<file path="src/rtl/scl_timebase_pkg.sv">
package scl_timebase_pkg;

   typedef enum logic [1:0] {
      PH_IDLE = 2'd0,
      PH_LOW  = 2'd1,
      PH_WAIT = 2'd2,
      PH_HIGH = 2'd3
   } scl_phase_e;

endpackage

</file>
<file path="src/rtl/scl_ref_prescaler.sv">
module scl_ref_prescaler #(
   parameter int PRE_W = 7
) (
   input  logic             clk,
   input  logic             rst_n,
   input  logic             en,
   input  logic             restart,
   input  logic [PRE_W-1:0] div,
   output logic             tick
);

   generate
      if (PRE_W < 1 || PRE_W > 16) begin : g_bad_width
         $error("scl_ref_prescaler: PRE_W out of range");
      end
   endgenerate

   logic [PRE_W-1:0] cnt_q;
   logic [PRE_W-1:0] div_m1;

   // A divide value of zero behaves as one.
   assign div_m1 = (div == '0) ? '0 : div - 1'b1;
   assign tick   = en && (cnt_q >= div_m1);

   always_ff @(posedge clk or negedge rst_n) begin
      if (!rst_n) begin
         cnt_q <= '0;
      end else if (!en || restart || tick) begin
         cnt_q <= '0;
      end else begin
         cnt_q <= cnt_q + 1'b1;
      end
   end

   AST_TICK_GAP: assert property (@(posedge clk) disable iff (!rst_n)
      (tick && en && div_m1 != '0) |=> (!tick || !$stable(div))) else $error("tick gap");

   AST_HOLD_CLEAR: assert property (@(posedge clk) disable iff (!rst_n)
      !en |=> (cnt_q == '0)) else $error("prescaler not cleared");

endmodule

</file>
<file path="src/rtl/scl_phase_seq.sv">
module scl_phase_seq
   import scl_timebase_pkg::*;
#(
   parameter int CNT_W      = 8,
   parameter bit STRETCH_EN = 1'b1
) (
   input  logic             clk,
   input  logic             rst_n,
   input  logic             en,
   input  logic             run,
   input  logic             tick,
   input  logic             scl_sense,
   input  logic [CNT_W-1:0] lo_cnt,
   input  logic [CNT_W-1:0] hi_cnt,
   output logic             drive_low,
   output logic             fall_stb,
   output logic             mid_stb,
   output logic             rise_stb,
   output logic             restart
);

   generate
      if (CNT_W < 2 || CNT_W > 16) begin : g_bad_width
         $error("scl_phase_seq: CNT_W out of range");
      end
   endgenerate

   scl_phase_e       st_q;
   logic [CNT_W-1:0] pcnt_q;
   logic [CNT_W-1:0] lo_m1;
   logic [CNT_W-1:0] hi_m1;
   logic [CNT_W-1:0] mid_idx;
   logic             lo_last;
   logic             hi_last;
   logic             sense_ok;

   // Choose whether a slave may hold the clock low.
   generate
      if (STRETCH_EN) begin : g_stretch
         assign sense_ok = scl_sense;
      end else begin : g_no_stretch
         assign sense_ok = 1'b1;
      end
   endgenerate

   assign lo_m1   = (lo_cnt == '0) ? '0 : lo_cnt - 1'b1;
   assign hi_m1   = (hi_cnt == '0) ? '0 : hi_cnt - 1'b1;
   assign mid_idx = lo_m1 >> 1;
   assign lo_last = (pcnt_q >= lo_m1);
   assign hi_last = (pcnt_q >= hi_m1);

   always_comb begin
      fall_stb  = en && run &&
                  ((st_q == PH_IDLE) || (st_q == PH_HIGH && tick && hi_last));
      rise_stb  = en && (st_q == PH_WAIT) && sense_ok;
      mid_stb   = en && (st_q == PH_LOW) && tick && (pcnt_q == mid_idx);
      drive_low = en && (st_q == PH_LOW);
      restart   = fall_stb || rise_stb;
   end

   always_ff @(posedge clk or negedge rst_n) begin
      if (!rst_n) begin
         st_q   <= PH_IDLE;
         pcnt_q <= '0;
      end else if (!en) begin
         st_q   <= PH_IDLE;
         pcnt_q <= '0;
      end else begin
         unique case (st_q)
            PH_IDLE: begin
               if (fall_stb) begin
                  st_q   <= PH_LOW;
                  pcnt_q <= '0;
               end
            end
            PH_LOW: begin
               if (tick) begin
                  if (lo_last) begin
                     st_q   <= PH_WAIT;
                     pcnt_q <= '0;
                  end else begin
                     pcnt_q <= pcnt_q + 1'b1;
                  end
               end
            end
            PH_WAIT: begin
               if (rise_stb) begin
                  st_q   <= PH_HIGH;
                  pcnt_q <= '0;
               end
            end
            PH_HIGH: begin
               if (tick) begin
                  if (hi_last) begin
                     st_q   <= fall_stb ? PH_LOW : PH_IDLE;
                     pcnt_q <= '0;
                  end else begin
                     pcnt_q <= pcnt_q + 1'b1;
                  end
               end
            end
            default: begin
               st_q   <= PH_IDLE;
               pcnt_q <= '0;
            end
         endcase
      end
   end

   AST_LOW_AFTER_FALL: assert property (@(posedge clk) disable iff (!rst_n)
      (fall_stb && en) |=> (drive_low || !en)) else $error("no low after fall");

   AST_RELEASE_ON_TICK: assert property (@(posedge clk) disable iff (!rst_n)
      (en && $past(en) && $fell(drive_low)) |-> $past(tick)) else $error("release off tick");

   AST_MID_IN_LOW: assert property (@(posedge clk) disable iff (!rst_n)
      mid_stb |-> drive_low) else $error("mid strobe outside low");

   AST_STRETCH_HOLD: assert property (@(posedge clk) disable iff (!rst_n)
      (en && st_q == PH_WAIT && !sense_ok) |=> !drive_low) else $error("pulled low while stretched");

   AST_IDLE_WHEN_OFF: assert property (@(posedge clk) disable iff (!rst_n)
      !en |=> (st_q == PH_IDLE && pcnt_q == '0)) else $error("state kept while disabled");

   AST_STROBE_EXCL: assert property (@(posedge clk) disable iff (!rst_n)
      $onehot0({fall_stb, rise_stb})) else $error("fall and rise together");

endmodule

</file>
<file path="src/rtl/scl_timebase.sv">
module scl_timebase #(
   parameter int PRE_W      = 7,
   parameter int CNT_W      = 8,
   parameter bit STRETCH_EN = 1'b1
) (
   input  logic               clk,
   input  logic               rst_n,
   input  logic               iface_en,
   input  logic [PRE_W-1:0]   ref_div,
   input  logic [2*CNT_W-1:0] scl_div,
   input  logic               xfer_run,
   input  logic               scl_in,
   output logic               ref_tick,
   output logic               scl_pull_low,
   output logic               scl_fall_stb,
   output logic               sda_shift_stb,
   output logic               scl_rise_stb
);

   localparam int DIV_W = 2 * CNT_W;

   generate
      if (DIV_W != 2 * CNT_W) begin : g_bad_div
         $error("scl_timebase: divider width mismatch");
      end
   endgenerate

   logic             restart;
   logic [CNT_W-1:0] lo_cnt;
   logic [CNT_W-1:0] hi_cnt;

   assign lo_cnt = scl_div[CNT_W-1:0];
   assign hi_cnt = scl_div[DIV_W-1:CNT_W];

   scl_ref_prescaler #(
      .PRE_W (PRE_W)
   ) u_pre (
      .clk     (clk),
      .rst_n   (rst_n),
      .en      (iface_en),
      .restart (restart),
      .div     (ref_div),
      .tick    (ref_tick)
   );

   scl_phase_seq #(
      .CNT_W      (CNT_W),
      .STRETCH_EN (STRETCH_EN)
   ) u_seq (
      .clk       (clk),
      .rst_n     (rst_n),
      .en        (iface_en),
      .run       (xfer_run),
      .tick      (ref_tick),
      .scl_sense (scl_in),
      .lo_cnt    (lo_cnt),
      .hi_cnt    (hi_cnt),
      .drive_low (scl_pull_low),
      .fall_stb  (scl_fall_stb),
      .mid_stb   (sda_shift_stb),
      .rise_stb  (scl_rise_stb),
      .restart   (restart)
   );

endmodule

</file>
<file path="config.mk">
export PLATFORM = sky130hd
export DESIGN_NAME = scl_timebase
export DESIGN_NICKNAME = d
export VERILOG_FILES = /design/src/rtl/scl_timebase_pkg.sv /design/src/rtl/scl_ref_prescaler.sv /design/src/rtl/scl_phase_seq.sv /design/src/rtl/scl_timebase.sv
export SDC_FILE = /design/constraint.sdc
export NUM_CORES = 1
export LEC_CHECK = 0
export BUFFER_PORTS_ARGS = -buffer_cell sky130_fd_sc_hd__buf_2
export CORE_MARGIN = 2
export CORE_UTILIZATION = 57
export CTS_CLUSTER_SIZE = 30
export DETAILED_ROUTE_END_ITERATION = 12
export PLACE_DENSITY = 0.88
export SLEW_MARGIN = 15
export SYNTH_ARGS = -nofsm -noshare
export SYNTH_HDL_FRONTEND = slang
export SYNTH_SLANG_ARGS = --single-unit
</file>
<file path="constraint.sdc">
create_clock -name clk -period 3.6 [get_ports clk]
set_clock_uncertainty 0.05 [all_clocks]
set_input_delay 0.36 -clock clk [delete_from_list [all_inputs] [get_ports clk]]
set_output_delay 0.36 -clock clk [all_outputs]
set_load 0.01 [all_outputs]
</file>
==> impl_table.tex <==
\begin{tabular}{lr}
\hline
Metric & Value \\
\hline
\multicolumn{2}{l}{\textbf{STA}} \\
\quad Number of pins with negative max-slew slack in the final report & 0 \\
\quad Final hold violations & 0 \\
\quad Fmax & 290 MHz \\
\quad Setup Total Neg Slack & 0 ns \\
\quad Worst slew margin relative to its limit & 74.7\% \\
\quad Worst Tran Pin Value & 0.380 ns \\
\quad Final setup violating endpoints & 0 \\
\quad Worst hold slack & 0.346 ns \\
\quad Shortest clock period the worst path allows after layout & 3.44 ns \\
\quad Ratio of final minimum period to clock period & 95.7\% \\
\quad Crit path setup slack, layout & 0.157 ns \\
\multicolumn{2}{l}{\textbf{Route}} \\
\quad Remaining routing DRC violations & 0 \\
\quad Post-Route WL & 4100 µm \\
\quad ANT nets after route & 0 \\
\quad Count of vias placed by the detailed router & 1904 \\
\quad Mean routed wirelength per cell & 11.9 µm \\
\quad Detailed router's first-iteration violation count & 69 \\
\quad Vias per Instance & 5.50 \\
\quad Length of the first detailed-routing pass in iterations & 4 \\
\multicolumn{2}{l}{\textbf{Critical path}} \\
\quad Critical path required time & 3.19 ns \\
\quad Biggest fanout along the worst timing path & 6 \\
\quad Critical Path Max Stage Delay & 0.52 ns \\
\quad Worst path buffer plus inverter count & 3 \\
\quad Critical path data arrival time & 3.03 ns \\
\quad WS Path Type & in2out \\
\quad Library cell contributing the largest single delay on the critical path & sky130\_fd\_sc\_hd\_\_or4\_1 \\
\quad Top cell family by delay on the critical path & simple AND/OR/NAND/NOR gates \\
\quad Sort of element at the end of the critical path & primary output \\
\quad Cell-by-cell listing of the critical path & buf\_2, inv\_1, ha\_1, nand2\_1, or3\_1, or2\_0, and2\_1, ha\_1, nand2b\_1, a211o\_1, a211oi\_4, or4\_1, nor4\_1, buf\_2 \\
\quad Reg-to-reg slack, setup & 1.20 ns \\
\quad Startpoint types & input pin \\
\multicolumn{2}{l}{\textbf{Place}} \\
\quad Routability congestion estimate from global placement & 0.836 \\
\quad Port Buffers & 32 \\
\quad Detailed placer's ending HPWL & 3430 µm \\
\quad Cell area after placement & 2280 µm² \\
\quad Worst slack at placement & 0.127 ns \\
\quad Cell count after placement & 341 \\
\multicolumn{2}{l}{\textbf{Yosys}} \\
\quad Number of enable flip-flop cells after synthesis & 0 \\
\quad Synthesized flop and latch total & 17 \\
\quad Number of instances in the synthesized netlist & 263 \\
\quad Synthesized Nets & 323 \\
\quad Cell area after technology mapping & 2040 µm² \\
\quad Async set or reset register ratio after synthesis & 100\% \\
\quad Synth warnings & 0 \\
\quad Average cell area after synthesis & 7.77 µm² \\
\quad Most instantiated flip-flop cell in the synthesis netlist & sky130\_fd\_sc\_hd\_\_dfrtp\_1 \\
\quad Yosys cell types & 47 \\
\quad Sequential element share of the synthesized area & 20.8\% \\
\multicolumn{2}{l}{\textbf{Run}} \\
\quad Maximum Capacitance Violations & 0 \\
\multicolumn{2}{l}{\textbf{Global routing}} \\
\quad GR Util All Layers & 21.9\% \\
\quad Initial antenna violation count & 0 \\
\quad Global routing usage on met2 & 40.5\% \\
\quad Met1 demand-to-capacity share in global routing & 27.3\% \\
\quad Global-route wire length before repair & 7390 µm \\
\quad Number of global-route vias before repair & 1816 \\
\quad Global routing met3 resource utilization & 0.704\% \\
\quad Aggregate global routing overflow & 0 \\
\quad Highest-utilization routing layer at the global route stage & met2 \\
\quad Largest net degree at the start of global routing & 18 \\
\multicolumn{2}{l}{\textbf{Floorplan}} \\
\quad Placeable core region & 3390 µm² \\
\quad Die extent in x & 63.9 µm \\
\quad Vertical die dimension & 63.9 µm \\
\quad \# IOs & 33 \\
\quad Die footprint & 4080 µm² \\
\quad Number of placement rows & 21 \\
\quad Starting density of the core & 60.3\% \\
\multicolumn{2}{l}{\textbf{Finish}} \\
\quad Layout area overhead & 13.6\% \\
\quad Area of all placed cells without fillers & 2320 µm² \\
\quad Share of cells above drive strength 1 & 17.3\% \\
\quad Share of the core filled with cells & 68.5\% \\
\quad Final \#Nets & 361 \\
\quad Diode insertion count for antenna repair & 0 \\
\quad Final cell count without fillers & 346 \\
\multicolumn{2}{l}{\textbf{Power}} \\
\quad Cell Int Power & 0.386 mW \\
\quad Total leakage power & 1.11 nW \\
\quad Switching part of the total & 39.9\% \\
\quad Combinational fraction of design power & 47.3\% \\
\quad Reg power frac & 36.8\% \\
\quad Worst-case vdd ir drop & 0.000185 V \\
\quad Cell Pwr Density & 277 nW/µm² \\
\quad Post-layout power & 0.643 mW \\
\quad P\_sw & 0.257 mW \\
\quad Clock Power Share & 15.9\% \\
\multicolumn{2}{l}{\textbf{Clock tree}} \\
\quad Number of levels in the clock H-tree & 1 \\
\quad Bufs on Longest Clock Path & 2 \\
\quad Clock tree from TritonCTS & built \\
\quad Clock Root Buffer & sky130\_fd\_sc\_hd\_\_clkbuf\_4 \\
\quad Total clock buffers created by CTS & 3 \\
\quad Number of setup buffers added after CTS & 0 \\
\quad Clock latency of the later-clocked register in the worst-skew pair & 0.29 ns \\
\quad Clock transition at the registers of the reported paths & 0.11 ns \\
\quad Number of clock sinks & 17 \\
\multicolumn{2}{l}{\textbf{Min path}} \\
\quad Class of the tightest hold or removal check & in2reg \\
\multicolumn{2}{l}{\textbf{Outcome}} \\
\quad Run status & finished clean \\
\hline
\end{tabular}
## layer usage
layer | vias to the layer above | wire, µm
met5 | - | 0
met4 | 0 | 47
met3 | 6 | 98
met2 | 35 | 2050
met1 | 866 | 1910
li1 | 997 | -
## synth_stat cells (2+ instances only)
cell | count | share of area, %
sky130_fd_sc_hd__nand2b_1 | 6 | 1.8
sky130_fd_sc_hd__dfrtp_1 | 17 | 21
sky130_fd_sc_hd__a21oi_1 | 17 | 4.2
sky130_fd_sc_hd__and2_1 | 4 | 1.2
sky130_fd_sc_hd__nand3_1 | 9 | 2.2
sky130_fd_sc_hd__nand2_1 | 30 | 5.5
sky130_fd_sc_hd__nor2_1 | 24 | 4.4
sky130_fd_sc_hd__xor2_1 | 9 | 3.9
sky130_fd_sc_hd__or4_1 | 2 | 0.73
sky130_fd_sc_hd__o22ai_1 | 7 | 2.1
sky130_fd_sc_hd__o21ai_0 | 11 | 2.7
sky130_fd_sc_hd__inv_1 | 23 | 4.2
sky130_fd_sc_hd__a211oi_1 | 5 | 1.8
sky130_fd_sc_hd__and3_1 | 4 | 1.2
sky130_fd_sc_hd__mux2i_1 | 2 | 0.98
sky130_fd_sc_hd__or3_1 | 4 | 1.2
sky130_fd_sc_hd__nor3b_1 | 2 | 0.73
sky130_fd_sc_hd__xnor2_1 | 10 | 4.3
sky130_fd_sc_hd__nand4_1 | 4 | 1.2
sky130_fd_sc_hd__or2_2 | 2 | 0.61
sky130_fd_sc_hd__nor2b_1 | 7 | 2.1
sky130_fd_sc_hd__nor3_1 | 6 | 1.5
sky130_fd_sc_hd__clkbuf_1 | 3 | 0.55
sky130_fd_sc_hd__ha_1 | 32 | 20
## sequential cells by signal, indices dropped and copies added (netlist names)
signal and cells:
u_pre.cnt_q 7, u_seq.st_q 2, u_seq.pcnt_q 8
## final timing paths
kind                                              from                     endpoint  cells past startpoint
max                                         ref_div[0]                sda_shift_stb                     14
max in group asynchronous                        rst_n     u_pre.cnt_q[2]$_DFF_PN0_                      2
min                                           iface_en    u_seq.st_q[1]$_DFFE_PN0P_                      3
min in group asynchronous                        rst_n     u_pre.cnt_q[0]$_DFF_PN0_                      2
max reg2reg                u_seq.pcnt_q[2]$_DFFE_PN0P_  u_seq.pcnt_q[2]$_DFFE_PN0P_                      7
min reg2reg                   u_pre.cnt_q[0]$_DFF_PN0_     u_pre.cnt_q[0]$_DFF_PN0_                      1
## tightest hold or removal path: cells and delay by family
family,cells,cell delay (ns)
AND/OR/NAND/NOR,1,0.07
buffers and inverters,1,0.16
AO/OA/AOI/OAI,1,0.07
## layout by cell type, fill, tap and decap left out, types with 3 or more instances in the layout
cell type / synthesis / layout
sky130_fd_sc_hd__xnor2_1: 10 / 10
sky130_fd_sc_hd__nand4_1: 4 / 4
sky130_fd_sc_hd__nor2_1: 24 / 23
sky130_fd_sc_hd__ha_1: 32 / 32
sky130_fd_sc_hd__clkbuf_4: 0 / 3
sky130_fd_sc_hd__xor2_1: 9 / 9
sky130_fd_sc_hd__and3_1: 4 / 4
sky130_fd_sc_hd__o21ai_0: 11 / 11
sky130_fd_sc_hd__or3_1: 4 / 4
sky130_fd_sc_hd__buf_4: 0 / 4
sky130_fd_sc_hd__nand3_1: 9 / 9
sky130_fd_sc_hd__and2_1: 4 / 4
sky130_fd_sc_hd__nand2b_1: 6 / 6
sky130_fd_sc_hd__nand2_1: 30 / 30
sky130_fd_sc_hd__a21oi_1: 17 / 17
sky130_fd_sc_hd__buf_2: 1 / 32
sky130_fd_sc_hd__nor3_1: 6 / 6
sky130_fd_sc_hd__inv_1: 23 / 23
sky130_fd_sc_hd__a211oi_1: 5 / 5
sky130_fd_sc_hd__dfrtp_1: 17 / 17
sky130_fd_sc_hd__nor2b_1: 7 / 7
sky130_fd_sc_hd__o22ai_1: 7 / 7
## final cells by class
cell class / count / area (µm²)
inverter: 23 / 86.3
clock buffer: 3 / 22.5
clock inverter: 1 / 5.00
multi-input combinational: 219 / 1530
tap: 46 / 57.6
timing repair buffer: 37 / 200
fill: 278 / 1070
sequential: 17 / 425
## what timing repair did
| item | in CTS | in global routing |
|---|---|---|
| hold buffers | 1 | 0 |
| gates resized for setup | 0 | 2 |
| setup endpoints to repair | 0 | 2 |
| endpoints found under the hold margin | 17 | 0 |
## cell families (layout without fill, tap and decap cells)
| family | after synthesis | in the layout | share of synthesized area (%) |
|---|---|---|---|
| buffers and inverters | 27 | 64 | 5.02 |
| AND/OR/NAND/NOR | 113 | 113 | 28.3 |
| multiplexers | 4 | 4 | 2.75 |
| XOR/XNOR | 19 | 19 | 8.14 |
| adder cells (fa/ha/maj) | 32 | 32 | 19.6 |
| flip-flops | 17 | 17 | 20.8 |
| AO/OA/AOI/OAI | 51 | 51 | 15.4 |
## power by group through the flow
| stage | sequential (mW) | combinational (mW) | clock, mW |
|---|---|---|---|
| floorplan | 0.233 | 0.217 | 0 |
| global placement | 0.238 | 0.291 | 0 |
| detailed placement | 0.240 | 0.300 | 0 |
| CTS | 0.237 | 0.302 | 0.104 |
| global route | 0.240 | 0.353 | 0.114 |
| finish | 0.237 | 0.304 | 0.102 |
(Power assumes the default switching activity.)
